## config.mk

```make
export PLATFORM = sky130hd
export DESIGN_NAME = prio_irq_ctrl
export DESIGN_NICKNAME = d
export VERILOG_FILES = /design/src/rtl/prio_irq_ctrl.sv
export SDC_FILE = /design/constraint.sdc
export NUM_CORES = 1
export LEC_CHECK = 0
export ABC_AREA = 1
export BUFFER_PORTS_ARGS = -buffer_cell sky130_fd_sc_hd__buf_4
export CORE_UTILIZATION = 26
export CTS_BUF_LIST = sky130_fd_sc_hd__clkbuf_2 sky130_fd_sc_hd__clkbuf_4 sky130_fd_sc_hd__clkbuf_8
export CTS_CLUSTER_DIAMETER = 120
export DETAILED_ROUTE_END_ITERATION = 10
export PLACE_DENSITY = 0.52
export SLEW_MARGIN = 20
export SYNTH_ARGS = -nofsm -noshare
export SYNTH_HDL_FRONTEND = slang
export SYNTH_SLANG_ARGS = --single-unit
```

## constraint.sdc

```tcl
create_clock -name clk -period 91.2 [get_ports clk]
set_clock_uncertainty 0.1 [all_clocks]
set_input_delay 0 -clock clk [delete_from_list [all_inputs] [get_ports clk]]
set_output_delay 0 -clock clk [all_outputs]
set_load 0.01 [all_outputs]
```

## src/rtl/prio_irq_ctrl.sv

```systemverilog
module prio_irq_ctrl #(
  parameter int NSRC      = 32,
  parameter int PRIO_W    = 4,
  parameter int AW        = 10,
  parameter int DW        = 32,
  parameter int IDLE_CODE = 128
) (
  input  logic          clk,
  input  logic          rst_n,
  input  logic          reg_wr,
  input  logic          reg_rd,
  input  logic [AW-1:0] reg_addr,
  input  logic [DW-1:0] reg_wdata,
  output logic [DW-1:0] reg_rdata,
  input  logic [NSRC-1:0] irq_src,
  output logic          cpu_irq
);
  localparam int IW   = $clog2(NSRC);
  localparam int HALF = NSRC / 2;
  localparam int DIS_BIT = 6;
  localparam logic [AW-1:0] A_DIS_LO  = AW'(0);
  localparam logic [AW-1:0] A_DIS_HI  = AW'(1);
  localparam logic [AW-1:0] A_IDX     = AW'(2);
  localparam logic [AW-1:0] A_THR     = AW'(3);
  localparam logic [AW-1:0] A_SAVED   = AW'(4);
  localparam logic [AW-1:0] A_GATE_ON = AW'(5);
  localparam logic [AW-1:0] A_GATE_OFF= AW'(6);
  localparam logic [AW-1:0] A_THR_MIR = AW'(7);
  localparam logic [AW-1:0] A_SAV_MIR = AW'(8);
  localparam logic [AW-IW-1:0] PG_CTRL = (AW-IW)'(2);
  localparam logic [AW-IW-1:0] PG_TRIG = (AW-IW)'(4);

  logic [PRIO_W-1:0] prio_q [NSRC];
  logic [NSRC-1:0]   dis_q, edge_q, lat_q, src_q, elig;
  logic [PRIO_W-1:0] thr_q, saved_q;
  logic              gate_on_q, gate_off_q, act_vld_q;
  logic [IW-1:0]     act_idx_q;

  logic              found;
  logic [PRIO_W-1:0] best;
  logic [IW-1:0]     win;

  wire [IW-1:0] sel      = reg_addr[IW-1:0];
  wire          ctrl_wr  = reg_wr && reg_addr[AW-1:IW] == PG_CTRL;
  wire          trig_wr  = reg_wr && reg_addr[AW-1:IW] == PG_TRIG;
  wire          trig_ok  = reg_wdata == DW'(1) || reg_wdata == DW'(5);
  wire          lo_wr    = reg_wr && reg_addr == A_DIS_LO;
  wire          hi_wr    = reg_wr && reg_addr == A_DIS_HI;
  wire          thr_wr   = reg_wr && reg_addr == A_THR;
  wire          claim    = reg_rd && !reg_wr && reg_addr == A_IDX && found;
  wire          ack      = thr_wr && act_vld_q;

  for (genvar g = 0; g < NSRC; g++) begin : g_src
    wire mine   = sel == IW'(g);
    wire sh_wr  = (g < HALF) ? lo_wr : hi_wr;
    wire ack_me = ack && act_idx_q == IW'(g);
    wire rise   = irq_src[g] && !src_q[g];

    always_ff @(posedge clk or negedge rst_n) begin
      if (!rst_n) begin
        prio_q[g] <= '0;
        dis_q[g]  <= 1'b1;
        edge_q[g] <= 1'b0;
        lat_q[g]  <= 1'b0;
      end else begin
        if (ctrl_wr && mine) begin
          prio_q[g] <= reg_wdata[PRIO_W-1:0];
          dis_q[g]  <= reg_wdata[DIS_BIT];
        end else if (sh_wr) begin
          dis_q[g]  <= reg_wdata[g % HALF];
        end
        if (trig_wr && mine && trig_ok) edge_q[g] <= reg_wdata == DW'(5);
        lat_q[g] <= edge_q[g] && ((lat_q[g] && !ack_me) || rise);
      end
    end

    assign elig[g] = !dis_q[g] && (prio_q[g] < thr_q) &&
                     (edge_q[g] ? lat_q[g] : irq_src[g]);

    a_r11_latch_holds: assert property (@(posedge clk) disable iff (!rst_n)
      (edge_q[g] && lat_q[g] && !ack_me && !(trig_wr && mine)) |=> lat_q[g]);
  end

  always_comb begin
    found = 1'b0;
    best  = '1;
    win   = '0;
    for (int i = 0; i < NSRC; i++)
      if (elig[i] && (!found || prio_q[i] < best)) begin
        found = 1'b1;
        best  = prio_q[i];
        win   = IW'(i);
      end
  end

  assign cpu_irq = found && gate_on_q && !gate_off_q;

  always_ff @(posedge clk or negedge rst_n) begin
    if (!rst_n) begin
      thr_q      <= '1;
      saved_q    <= '0;
      gate_on_q  <= 1'b1;
      gate_off_q <= 1'b0;
      act_vld_q  <= 1'b0;
      act_idx_q  <= '0;
      src_q      <= '0;
    end else begin
      src_q <= irq_src;
      if (reg_wr && reg_addr == A_GATE_ON)  gate_on_q  <= reg_wdata[0];
      if (reg_wr && reg_addr == A_GATE_OFF) gate_off_q <= reg_wdata[0];
      if (thr_wr) begin
        thr_q     <= reg_wdata[PRIO_W-1:0];
        act_vld_q <= 1'b0;
      end else if (claim) begin
        saved_q   <= thr_q;
        thr_q     <= '0;
        act_vld_q <= 1'b1;
        act_idx_q <= win;
      end
    end
  end

  always_comb begin
    reg_rdata = '0;
    if (reg_addr[AW-1:IW] == PG_CTRL) begin
      reg_rdata[PRIO_W-1:0] = prio_q[sel];
      reg_rdata[DIS_BIT]    = dis_q[sel];
    end else if (reg_addr[AW-1:IW] == PG_TRIG) begin
      reg_rdata = edge_q[sel] ? DW'(5) : DW'(1);
    end else begin
      case (reg_addr)
        A_DIS_LO:   reg_rdata[HALF-1:0] = dis_q[HALF-1:0];
        A_DIS_HI:   reg_rdata[HALF-1:0] = dis_q[NSRC-1:HALF];
        A_IDX:      reg_rdata = found ? DW'(win) : DW'(IDLE_CODE);
        A_THR, A_THR_MIR:   reg_rdata[PRIO_W-1:0] = thr_q;
        A_SAVED, A_SAV_MIR: reg_rdata[PRIO_W-1:0] = saved_q;
        A_GATE_ON:  reg_rdata[0] = gate_on_q;
        A_GATE_OFF: reg_rdata[0] = gate_off_q;
        default:    reg_rdata = '0;
      endcase
    end
  end

  a_r6_claim_blocks: assert property (@(posedge clk) disable iff (!rst_n)
    claim |=> (thr_q == '0 && act_vld_q));
  a_r6_claim_saves: assert property (@(posedge clk) disable iff (!rst_n)
    claim |=> saved_q == $past(thr_q));
  a_r7_ack_releases: assert property (@(posedge clk) disable iff (!rst_n)
    thr_wr |=> !act_vld_q);
  a_r4_zero_threshold: assert property (@(posedge clk) disable iff (!rst_n)
    (thr_q == '0) |-> !cpu_irq);
  a_r8_gates: assert property (@(posedge clk) disable iff (!rst_n)
    (!gate_on_q || gate_off_q) |-> !cpu_irq);
  a_r9_saved_stable: assert property (@(posedge clk) disable iff (!rst_n)
    !claim |=> $stable(saved_q));
endmodule

```

Word-level counts from Yosys, hierarchy flattened --
Cells that the tools add are included. W data, S select, Z words.
Word-level totals: register bits 272, input port bits 78, output and inout bits 33, logic and storage cells 1051
Cells by class: $lt $le $gt $ge 65, equal/unequal tests 74, mux-type cells 211, bitwise gates (word level) 2, reductions and logical operators 564
Operator list (number):
- $logic_and A1 B1 Y1 | 332
- $lt A4 B4 Y1 | 63
- $eq A5 B5 Y1 const B | 32
- $mux W5 | 30
- $mux W4 | 36
- $mux W1 | 134
- $logic_not A1 Y1 | 129
- $eq A5 B4 Y1 const B | 16
- $reduce_bool A2 Y1 | 33
- $logic_or A1 B1 Y1 | 64
- $eq A5 B3 Y1 const B | 9
- $eq A10 B3 Y1 const B | 4
- $pmux W12 S3 | 1
- $eq A32 B1 Y1 const B | 1
- $eq A32 B3 Y1 const B | 1
- $mux W32 | 1
- $eq A5 B2 Y1 const B | 5
- $mux W25 | 1
- $bmux W4 S5 | 1
- $eq A10 B2 Y1 const B | 2
- $pmux W3 S5 | 1
- $bmux W1 S5 | 2
- $eq A10 B1 Y1 const B | 1
- $eq A10 B4 Y1 const B | 1
- other kinds (13) | 16

Depth between registers and ports, before layout --
Gate-level depths: netlist (run 1).
word-level depth 132, mapped depth 288, depth with buffers taken out 288

Worst setup path after synthesis (run 1) --
Ideal clock, no wire load.
path type reg2reg, start reg thr_q[3], end reg act_idx_q[4], library setup time 124 ps, arrival time 28696 ps, required time 90976 ps, slack 62281 ps, cell stages (with the launch flop) 257, path buffers 0, period minus slack after synthesis 28919 ps, cell sequence dfstp_2 inv_1 ha_1 a21oi_1 nand4_2 nor2_1 ha_1 a31oi_1 nand2_1 nand2_2 nand2_2 nand2_1 o21ai_0 ha_1 inv_1 o21bai_1 clkinv_1 nand2_1 [... 221 more ...] o21ai_0 ha_1 a21oi_1 nand2_1 nand2_2 nand2_2 nand2_1 o21ai_0 ha_1 nand2_1 inv_1 nand2_1 nand2_1 nand2_1 nand2_2 nand3_1 nand2_1 o21ai_1
Between the ends: longest elaborated chain between the ends 130, elaborated cells on any way between the ends 314, those cells by class 63 x order compare; 92 x mux; 159 x reduce/logical
Ends and longest elaborated chain:
- from (decl) | RTL line 35 | logic [PRIO_W-1:0] thr_q, saved_q;
- from (signal assigned) | RTL line 112 | thr_q <= reg_wdata[PRIO_W-1:0];
- $lt A4 B4 Y1 | RTL line 77 | assign elig[g] = !dis_q[g] && (prio_q[g] < thr_q) &&
- $logic_and A1 B1 Y1 (2 in a row) | RTL line 77
- $mux W4 / $mux W1 (equally long branches) | RTL line 89 | if (elig[i] && (!found || prio_q[i] < best)) begin
- $lt A4 B4 Y1 / $logic_not A1 Y1 (equally long branches) | RTL line 89
- $logic_or A1 B1 Y1 | RTL line 89
- $logic_and A1 B1 Y1 | RTL line 89
- $mux W4 / $mux W1 (equally long branches) | RTL line 89
- $lt A4 B4 Y1 / $logic_not A1 Y1 (equally long branches) | RTL line 89
- [... 113 more ...]
- $logic_and A1 B1 Y1 | RTL line 89
- $mux W4 / $mux W1 (equally long branches) | RTL line 89
- $lt A4 B4 Y1 / $logic_not A1 Y1 (equally long branches) | RTL line 89
- $logic_or A1 B1 Y1 | RTL line 89
- $logic_and A1 B1 Y1 | RTL line 89
- $mux W1 | RTL line 89
- $logic_and A1 B1 Y1 | RTL line 50 | wire claim = reg_rd && !reg_wr && reg_addr == A_IDX && found;
- $reduce_and A2 Y1 (no source line)
- to (signal assigned) | RTL line 118 | act_idx_q <= win;
- to (decl) | RTL line 37 | logic [IW-1:0] act_idx_q;
Parallel ways exist; a longest one is shown, timed or not. A chain may end at the register's enable or synchronous reset.

Worst setup path in the final report (run 1) --
start reg thr_q[2], end out reg_rdata[2]
Between the ends: longest elaborated chain between the ends 132, elaborated cells on any way between the ends 316, those cells by class 63 x order compare; 96 x mux; 157 x reduce/logical
Ends and longest elaborated chain:
- $lt A4 B4 Y1 | RTL line 77
- $logic_and A1 B1 Y1 (2 in a row) | RTL line 77
- $mux W4 / $mux W1 (equally long branches) | RTL line 89
- $lt A4 B4 Y1 / $logic_not A1 Y1 (equally long branches) | RTL line 89
- $logic_or A1 B1 Y1 | RTL line 89
- $logic_and A1 B1 Y1 | RTL line 89
- $mux W4 / $mux W1 (equally long branches) | RTL line 89
- $lt A4 B4 Y1 / $logic_not A1 Y1 (equally long branches) | RTL line 89
- [... 115 more ...]
- $lt A4 B4 Y1 / $logic_not A1 Y1 (equally long branches) | RTL line 89
- $logic_or A1 B1 Y1 | RTL line 89
- $logic_and A1 B1 Y1 | RTL line 89
- $mux W5 / $mux W1 (equally long branches) | RTL line 89
- $mux W8 | RTL line 134 | A_IDX: reg_rdata = found ? DW'(win) : DW'(IDLE_CODE);
- $pmux W3 S5 (*) | RTL line 131 | case (reg_addr)
- $mux W32 (*) | RTL line 128 | end else if (reg_addr[AW-1:IW] == PG_TRIG) begin
- $mux W4 (*) | RTL line 125 | if (reg_addr[AW-1:IW] == PG_CTRL) begin
- to (decl) | RTL line 14 | output logic [DW-1:0] reg_rdata,
Every way passes the cells marked *; elsewhere a longest branch is shown, timed or not.

==> results of run 1 <==
-- cells in the final DEF (no fill, tap or decap), types with 16 or more instances in the layout --
cell type and count:
nand2_1 821, inv_1 386, o21ai_0 324, nand3_1 294, dfrtp_1 235, nor2_1 176, ha_1 131, buf_4 125
dlygate4sd3_1 95, a21oi_1 94, o22ai_1 65, clkbuf_8 64, o211ai_1 63, nand2_2 50, dfstp_2 37, a21boi_0 31
clkinv_1 31, o21bai_1 28, nand2_4 27, a22oi_1 27, clkbuf_4 22, nor3_1 21, conb_1 16
-- cell families after synthesis --
kind of cell	after synthesis	synth area share, %
AOI/OAI and AO/OA	677	19.2
adders and majority gates	131	7.93
buffers and inverters	509	9.57
DFF	272	33.1
other	1	0.0181
and+or+nand+nor	1435	30.1
-- through the flow --
step | util (%) | instance area, sq um | total power [uW]
final | 31.4 | 24800 | 332
after global routing | 31.4 | 24800 | 348
after CTS | 31.4 | 24800 | 334
after detailed placement | 28.7 | 22700 | 192
after global placement | 28.7 | 22700 | 192
after floorplan | - | 20700 | 170
-- state kept, by name, indices dropped and copies added (netlist names), 4 cells and up --
signal,cells
act_idx_q,5
prio_q,128
edge_q,32
saved_q,4
dis_q,32
src_q,32
lat_q,32
thr_q,4
-- routing by layer --
metal  track usage, %  part of all wire [%]
met5                0                     0
met2             32.5                    43
met1             30.3                    46
met3             2.72                   6.8
met4             8.53                   4.1
-- critical path, delay by kind of cell, from the launching register on --
family / cells / cell delay (ns)
AO/OA/AOI/OAI: 58 / 10.41
adder cells (fa/ha/maj): 32 / 9.78
AND/OR/NAND/NOR: 109 / 9.27
buffers and inverters: 58 / 3.42
flip-flops: 1 / 0.53
-- power groups by stage --
stage                     Combinational [uW]  Sequential, uW  Clock (uW)
final                                   69.2             125         137
after global routing                    78.1             125         145
after CTS                               68.5             125         140
after detailed placement                64.8             127           0
after global placement                  64.6             127           0
after floorplan                         42.9             127           0
-- final timing paths --
path	endpoint	slack, ns	cells after the start
min in group asynchronous	dis_q[31]	0.33	3
max	reg_rdata[2]	57.08	257
min reg2reg	lat_q[2]	0.32	1
min	edge_q[4]	0.04	7
max in group asynchronous	lat_q[15]	88.92	5
max reg2reg	act_idx_q[3]	57.95	256
-- layout make-up --
type	instances	area, sq um	area share [%]
flip-flops and latches	272	6850	27.6
well taps	1050	1310	5.30
clock inverters	9	101	0.409
clock buffers	86	1050	4.22
multi-input cells	2259	11900	48.2
inverters	429	1610	6.49
repair buffers	222	1930	7.79
-- what timing repair did --
action                                 in CTS  in global routing
hold buffers                               96                  0
endpoints found under the hold margin     306                  0
setup buffers                               0                  0
==> out/metrics.cfg, run 1 <==
[worst_setup_path]
cp.arrival_ns=34.02
cp_slowest_stage_delay_ns=0.53
endpoint_kind=output pin
startpoint=thr_q[2]
regToRegStartpoint=thr_q[2]
required_ns=91.10
start_kind=flip-flop
critPathKind=reg -> out
cp_max_fo=12
path_common_cell=nand2_1
slowest_stage=dfstp_2

[power_and_ir_drop]
swShare_pct=32.3
pwr-share-clk_pct=41.4
power.switching_uw=107
ir_worst_vdd_mv=0.0111
p_seq_share_pct=37.7
p_per_area_nw_per_um2=13.4
p_int_uw=225
comb_power_share_pct=20.9
p_leak_uw=0.0119

[route]
route.detailed.drc=0
ant_nets=0
via_per_inst=5.02
vias=21700
wire_per_inst_um=20.0
drtIter0Drc=2007
firstDrtPassIters=6
wl_mm=86.4

[timing]
finalHoldViolations=0
max_freq_mhz=29.3
fin_hold_ws_ns=0.0432
rsz0062_at_grt=false
slew_violations=0
max-slew-margin-rel_pct=27.8
worst_slack_ns=57.08
setup_viol=0
finalCritPeriodShare_pct=37.4
tns_ns=0
min_period_ns=34.12
worst_slew_pin_slew_ns=1.08

[synthesis]
synth_common_cells=nand2_1, inv_1, o21ai_0
synth_top_area_share_pct=28.4
syn_area_sq_um=20700
synth-edff-count=0
synth.most_common_cell=nand2_1
seq_area_frac_synth_pct=33.1
yosys.area.top_type=dfrtp_1
synthFlopType=dfrtp_1
async_flop_share_pct=100
ys_top_cells_by_area=dfrtp_1, nand2_1, ha_1
synth_warnings=0
synthDistinctLibCells=41
avgSynthCellArea_sq_um=6.84
syn_inst=3025
synth_seq_cells=272

[final_layout]
nNetsFinal=3444
num_antenna_cells=0
fin_cells=4327
area_delta_synth_final_pct=19.9
fillers=8668
drive_above_1_share_pct=11.0

[die]
start_util_pct=26.2
ios=111
die_w_um=284
fp.dieArea_sq_um=80700
die_h_um=284
row_count=103
core_sq_um=78900

[outcome]
status=completed

[cts]
clock_tree.root_cell=clkbuf_8
numCtsBuffers=51
clk_path_buf_depth=3
cts-htree-levels=2
cts.sinks=272
worstSkewPairLatency_ns=0.67
clkSlewWorstSetupHoldPaths_ns=0.06
cts_resized=0
tritoncts=built

[grt]
grt.overflow.total=0
antenna_found_initial=2
first_global_vias=20700
grt_max_degree=96
gr-usage-all-layers_pct=21.3
grt_pass1_wl_mm=132

[place]
gp_congestion=0.955
dp_hpwl_mm=62.8
placed_cells=4136
portBuffers=94
place_ws_ns=57.88

[worst_hold_path]
min_path_type=in -> reg
hp-start=reg_wdata[20]

[run]
cap_viol_max_count=0

Note: power is estimated with default switching activity, not from simulation.
==> inputs of run 2 (changes only) <==
--- a/config.mk
+++ b/config.mk
@@ -5,13 +5,13 @@
 export SDC_FILE = /design/constraint.sdc
 export NUM_CORES = 1
 export LEC_CHECK = 0
-export ABC_AREA = 1
+export ABC_AREA = 0
 export BUFFER_PORTS_ARGS = -buffer_cell sky130_fd_sc_hd__buf_4
 export CORE_UTILIZATION = 26
 export CTS_BUF_LIST = sky130_fd_sc_hd__clkbuf_2 sky130_fd_sc_hd__clkbuf_4 sky130_fd_sc_hd__clkbuf_8
 export CTS_CLUSTER_DIAMETER = 120
 export DETAILED_ROUTE_END_ITERATION = 10
-export PLACE_DENSITY = 0.52
+export PLACE_DENSITY = 0.51
 export SLEW_MARGIN = 20
 export SYNTH_ARGS = -nofsm -noshare
 export SYNTH_HDL_FRONTEND = slang
==> constraint.sdc (replaced) <==
create_clock -name clk -period 33 [get_ports clk]
set_clock_uncertainty 0.1 [all_clocks]
set_input_delay 0 -clock clk [delete_from_list [all_inputs] [get_ports clk]]
set_output_delay 0 -clock clk [all_outputs]
set_load 0.01 [all_outputs]
==> out/metrics.cfg, run 2 <==
[route]
wl_mm=88.4
vias=22100
firstDrtPassIters=6
wire_per_inst_um=20.7
route.detailed.drc=0
drtIter0Drc=1779
via_per_inst=5.18
ant_nets=0

[final_layout]
drive_above_1_share_pct=40.2
layout_commonest_cell=buf_4
regMostFlops=prio_q
final_cell_mix=buf_4, nand2_1, dfrtp_1
area_delta_synth_final_pct=42.1
nNetsFinal=3302
largest_reg_flops=128
fillers=8446

[power_and_ir_drop]
comb_power_share_pct=55.7
swShare_pct=36.3
power.switching_uw=579
ir_worst_vdd_mv=0.0461
pwr-share-clk_pct=22.3
p_seq_share_pct=22.0
p_per_area_nw_per_um2=50.5
p_int_uw=1020
p_leak_uw=0.0143

[grt]
first_global_vias=21400
antenna_found_initial=1
grt.overflow.total=0
gr-usage-all-layers_pct=19.9
grt_pass1_wl_mm=133
grt_max_degree=166

[die]
die_h_um=295
die_w_um=295
fp.dieArea_sq_um=86800
ios=111
core_sq_um=84200
start_util_pct=26.4
row_count=106

[synthesis]
async_flop_share_pct=100
synth_common_cells=nand2_1, dfrtp_1, o21ai_0
syn_inst=2401
synthFlopType=dfrtp_1
synth-edff-count=0
seq_area_frac_synth_pct=30.8
synth_warnings=0
ys_top_cells_by_area=dfrtp_1, ha_1, mux2_2
syn_area_sq_um=22300
synth_top_area_share_pct=26.4
synthDistinctLibCells=122
yosys.area.top_type=dfrtp_1
synth_seq_cells=272
synth.most_common_cell=nand2_1
avgSynthCellArea_sq_um=9.28

[worst_setup_path]
cp.arrival_ns=39.10
required_ns=32.90
r2r_end=act_idx_q[3]
regToRegStartpoint=thr_q[1]
endpoint_kind=output pin
start_kind=flip-flop
path_common_cell=ha_4
cp_slowest_stage_delay_ns=0.55
critPathKind=reg -> out
startpoint=thr_q[1]
ff2ff_path_depth=237
crit_end=reg_rdata[2]
cp_max_fo=5
slowest_stage=dfstp_2
rrSetupSlack_ns=-5.84

[outcome]
violations=negative setup slack
status=finished with violations

[timing]
max_freq_mhz=25.5
max-slew-margin-rel_pct=19.9
worst_slack_ns=-6.20
finalHoldViolations=0
slew_violations=0
fin_hold_ws_ns=0.0659
worst_slew_pin_slew_ns=1.17
rsz0062_at_grt=true
tns_ns=-58.26
min_period_ns=39.20
finalCritPeriodShare_pct=119
setup_viol=10

[place]
gp_congestion=0.899
dp_hpwl_mm=64.2
portBuffers=94

[cts]
cts.sinks=272
tritoncts=built
clk_path_buf_depth=3
cts-htree-levels=2
clkSlewWorstSetupHoldPaths_ns=0.06
numCtsBuffers=48
clock_tree.root_cell=clkbuf_8
worstSkewPairLatency_ns=0.63

[run]
cap_viol_max_count=0

[worst_hold_path]
min_path_type=in -> reg

[run 2: worst min-delay path by stage]
stage                      startpoint      endpoint  slack, ns  cells after the start
after CTS                 reg_addr[4]      thr_q[2]       0.02                      5
after detailed placement        rst_n      lat_q[4]       0.02                      1
after global placement          rst_n      src_q[4]       0.02                      1
after floorplan                 rst_n  act_idx_q[0]      -0.40                      0
after global routing       irq_src[4]      src_q[4]       0.05                      3
final                      irq_src[4]      src_q[4]       0.07                      3
[run 2: logic make-up after synthesis]
group | after synthesis | share of synthesized area [%]
and+or+nand+nor | 734 | 15.8
AOI/OAI and AO/OA | 714 | 23.0
muxes | 290 | 17.3
DFF | 272 | 30.8
buffers and inverters | 225 | 4.28
adders and majority gates | 148 | 8.15
xor gates and xnor gates | 17 | 0.669
other | 1 | 0.0168
[run 2: layout make-up]
type	count	area, sq um	area share [%]
flip-flops and latches	272	6850	21.7
multi-input cells	1919	16000	50.4
clock buffers	80	1000	3.16
repair buffers	739	5880	18.6
inverters	113	453	1.43
well taps	1134	1420	4.48
diodes	1	2.50	0.00791
clock inverters	8	80.1	0.253
[run 2: metrics by stage]
step                instance area [sq um]  power [uW]  setup slack (ns)  utilization (%)  cells
global placement                    27700        1040             -5.85             32.9   3945
CTS                                 30900        1510             -5.94             36.6   4225
floorplan                           23000         757             -7.94                -   2416
finish                              31600        1600             -6.20             37.6   4266
detailed placement                  27700        1040             -6.78             32.9   3945
global route                        31600        1680             -8.20             37.6   4265
[run 2: power by group through the flow]
stage / logic, uW / clock network [uW] / registers (uW)
after global placement: 683 / 0 / 356
final: 889 / 356 / 351
after global routing: 956 / 375 / 352
after floorplan: 405 / 0 / 352
after detailed placement: 685 / 0 / 356
after CTS: 798 / 363 / 351
[run 2: timing repair]
action | 4_1_cts | 5_1_grt
pin swaps | 116 | 94
setup buffers | 115 | 55
endpoints found under the setup margin | 10 | 10
hold buffers | 90 | 0
hold endpoints to repair | 341 | 0
gates resized for setup | 75 | 91
[run 2: routing by layer]
| layer | part of all wire [%] | vias up | track usage (%) |
|---|---|---|---|
| met5 | 0 | - | 0 |
| met4 | 2.6 | 0 | 5.08 |
| met3 | 6.0 | 108 | 2.91 |
| met2 | 45 | 692 | 30.9 |
| met1 | 47 | 10900 | 28.5 |
| li1 | - | 10400 | - |
[run 2: worst max-delay path: cells and delay by family (launching register included)]
kind                     cells  cell delay, ns
adder cells (fa/ha/maj)     32            7.61
AO/OA/AOI/OAI               95           15.66
buffers and inverters       27            2.45
flip-flops                   1            0.55
multiplexers                14            4.11
AND/OR/NAND/NOR             64            8.16
==> inputs of run 3 (changes only) <==
--- a/config.mk
+++ b/config.mk
@@ -12,6 +12,7 @@
 export CTS_CLUSTER_DIAMETER = 120
 export DETAILED_ROUTE_END_ITERATION = 10
 export PLACE_DENSITY = 0.51
+export SETUP_SLACK_MARGIN = 0.2
 export SLEW_MARGIN = 20
 export SYNTH_ARGS = -nofsm -noshare
 export SYNTH_HDL_FRONTEND = slang
==> out/metrics.cfg, run 3 (synthesis gave the netlist of run 2 again) <==
[final_layout]
fin_area_sq_um=31800
post-route-util_pct=37.8
fin_cells=4284
num_antenna_cells=0
regMostFlops=prio_q
area_delta_synth_final_pct=42.8
nNetsFinal=3321
final_cell_mix=buf_4, nand2_1, dfrtp_1
drive_above_1_share_pct=40.5
layout_commonest_cell=buf_4
largest_reg_flops=128

[worst_setup_path]
r2r_end=act_idx_q[3]
endpoint_kind=output pin
required_ns=32.90
cp.depth=231
cp.arrival_ns=39.43
path_common_cell=ha_4
slowest_stage=dfstp_2
cp_max_fo=5
critPathKind=reg -> out
rrSetupSlack_ns=-6.50
crit_end=reg_rdata[2]
crit_buf_inv=29
crit_family=compound AO/OA/AOI/OAI gates
regToRegStartpoint=thr_q[1]
ff2ff_path_depth=239
start_kind=flip-flop
cp_slowest_stage_delay_ns=0.56
startpoint=thr_q[1]

[cts]
tritoncts=built
clk_path_buf_depth=3
cts.sinks=272
numCtsBuffers=48
clock_tree.root_cell=clkbuf_8
worstSkewPairLatency_ns=0.63
cts-htree-levels=2
clkSlewWorstSetupHoldPaths_ns=0.07

[grt]
grt_pass1_wl_mm=134
grt_max_degree=166
first_global_vias=21500
antenna_found_initial=1
gr-usage-all-layers_pct=19.9
grt.overflow.total=0

[die]
die_w_um=295
row_count=106
fp.dieArea_sq_um=86800
die_h_um=295
core_sq_um=84200
ios=111
start_util_pct=26.4

[timing]
worst_slack_ns=-6.53
max-slew-margin-rel_pct=21.0
tns_ns=-62.32
finalHoldViolations=0
worst_slew_pin_slew_ns=1.16
min_period_ns=39.53
finalCritPeriodShare_pct=120
max_freq_mhz=25.3
slew_violations=0
setup_viol=10
rsz0062_at_grt=true
fin_hold_ws_ns=0.0675

[worst_hold_path]
min_path_type=in -> reg

[route]
wl_mm=89.0
firstDrtPassIters=8
drtIter0Drc=1733
wire_per_inst_um=20.8
route.detailed.drc=0
vias=22200
ant_nets=0
via_per_inst=5.18

[outcome]
violations=negative setup slack
status=finished with violations

[power_and_ir_drop]
p_per_area_nw_per_um2=51.8
ir_worst_vdd_mv=0.0468
p_leak_uw=0.0144

[run]
cap_viol_max_count=0

[place]
gp_congestion=0.899
placed_cell_area_sq_um=27700
dp_hpwl_mm=64.2
placed_cells=3945
portBuffers=94

==> run 3: worst min-delay path: stages <==
cell and delay [ns]:
buf_4 0.09, dlygate4sd3_1 0.54, buf_4 0.11
==> run 3: worst min-delay path by stage <==
stage / startpoint / slack, ns / to / cells after the start
6_report: irq_src[4] / 0.07 / src_q[4] / 3
3_3_place_gp: rst_n / 0.02 / src_q[4] / 1
2_1_floorplan: rst_n / -0.40 / act_idx_q[0] / 0
4_1_cts: reg_addr[4] / 0.02 / thr_q[2] / 5
3_5_place_dp: rst_n / 0.02 / lat_q[4] / 1
5_1_grt: irq_src[4] / 0.05 / src_q[4] / 3
==> run 3: repair_timing <==
action                                  in CTS  in global routing
resized for setup                           80                 91
pin swaps                                  119                111
endpoints found under the setup margin      10                 10
hold buffers                                90                  0
hold endpoints to repair                   341                  0
setup buffers                              113                 48
==> run 3: metrics by stage <==
step	total power, uW	setup WS (ns)
2_1_floorplan	757	-7.94
3_3_place_gp	1040	-5.85
3_5_place_dp	1040	-6.78
4_1_cts	1530	-6.00
5_1_grt	1730	-8.49
6_report	1650	-6.53
==> run 3: layer usage <==
| layer | track usage (%) | share of wire [%] |
|---|---|---|
| met1 | 28.6 | 47 |
| met2 | 30.9 | 44 |
| met3 | 2.95 | 5.8 |
| met4 | 5.37 | 2.9 |
| met5 | 0 | 0.015 |
==> run 3: where the power goes <==
part	internal [uW]	switching (uW)
sequential	341	9.77
combinational	513	425
clock	200	158
total	1050	593
==> run 3: final cells by class <==
| cell class | instances | area (sq um) |
|---|---|---|
| Clock inverter | 8 | 80.1 |
| Sequential cell | 272 | 6850 |
| Inverter | 113 | 453 |
| Clock buffer | 80 | 1000 |
| Tap cell | 1134 | 1420 |
| Fill cell | 8450 | 52400 |
| Multi-Input combinational cell | 1919 | 15900 |
| Timing Repair Buffer | 758 | 6040 |
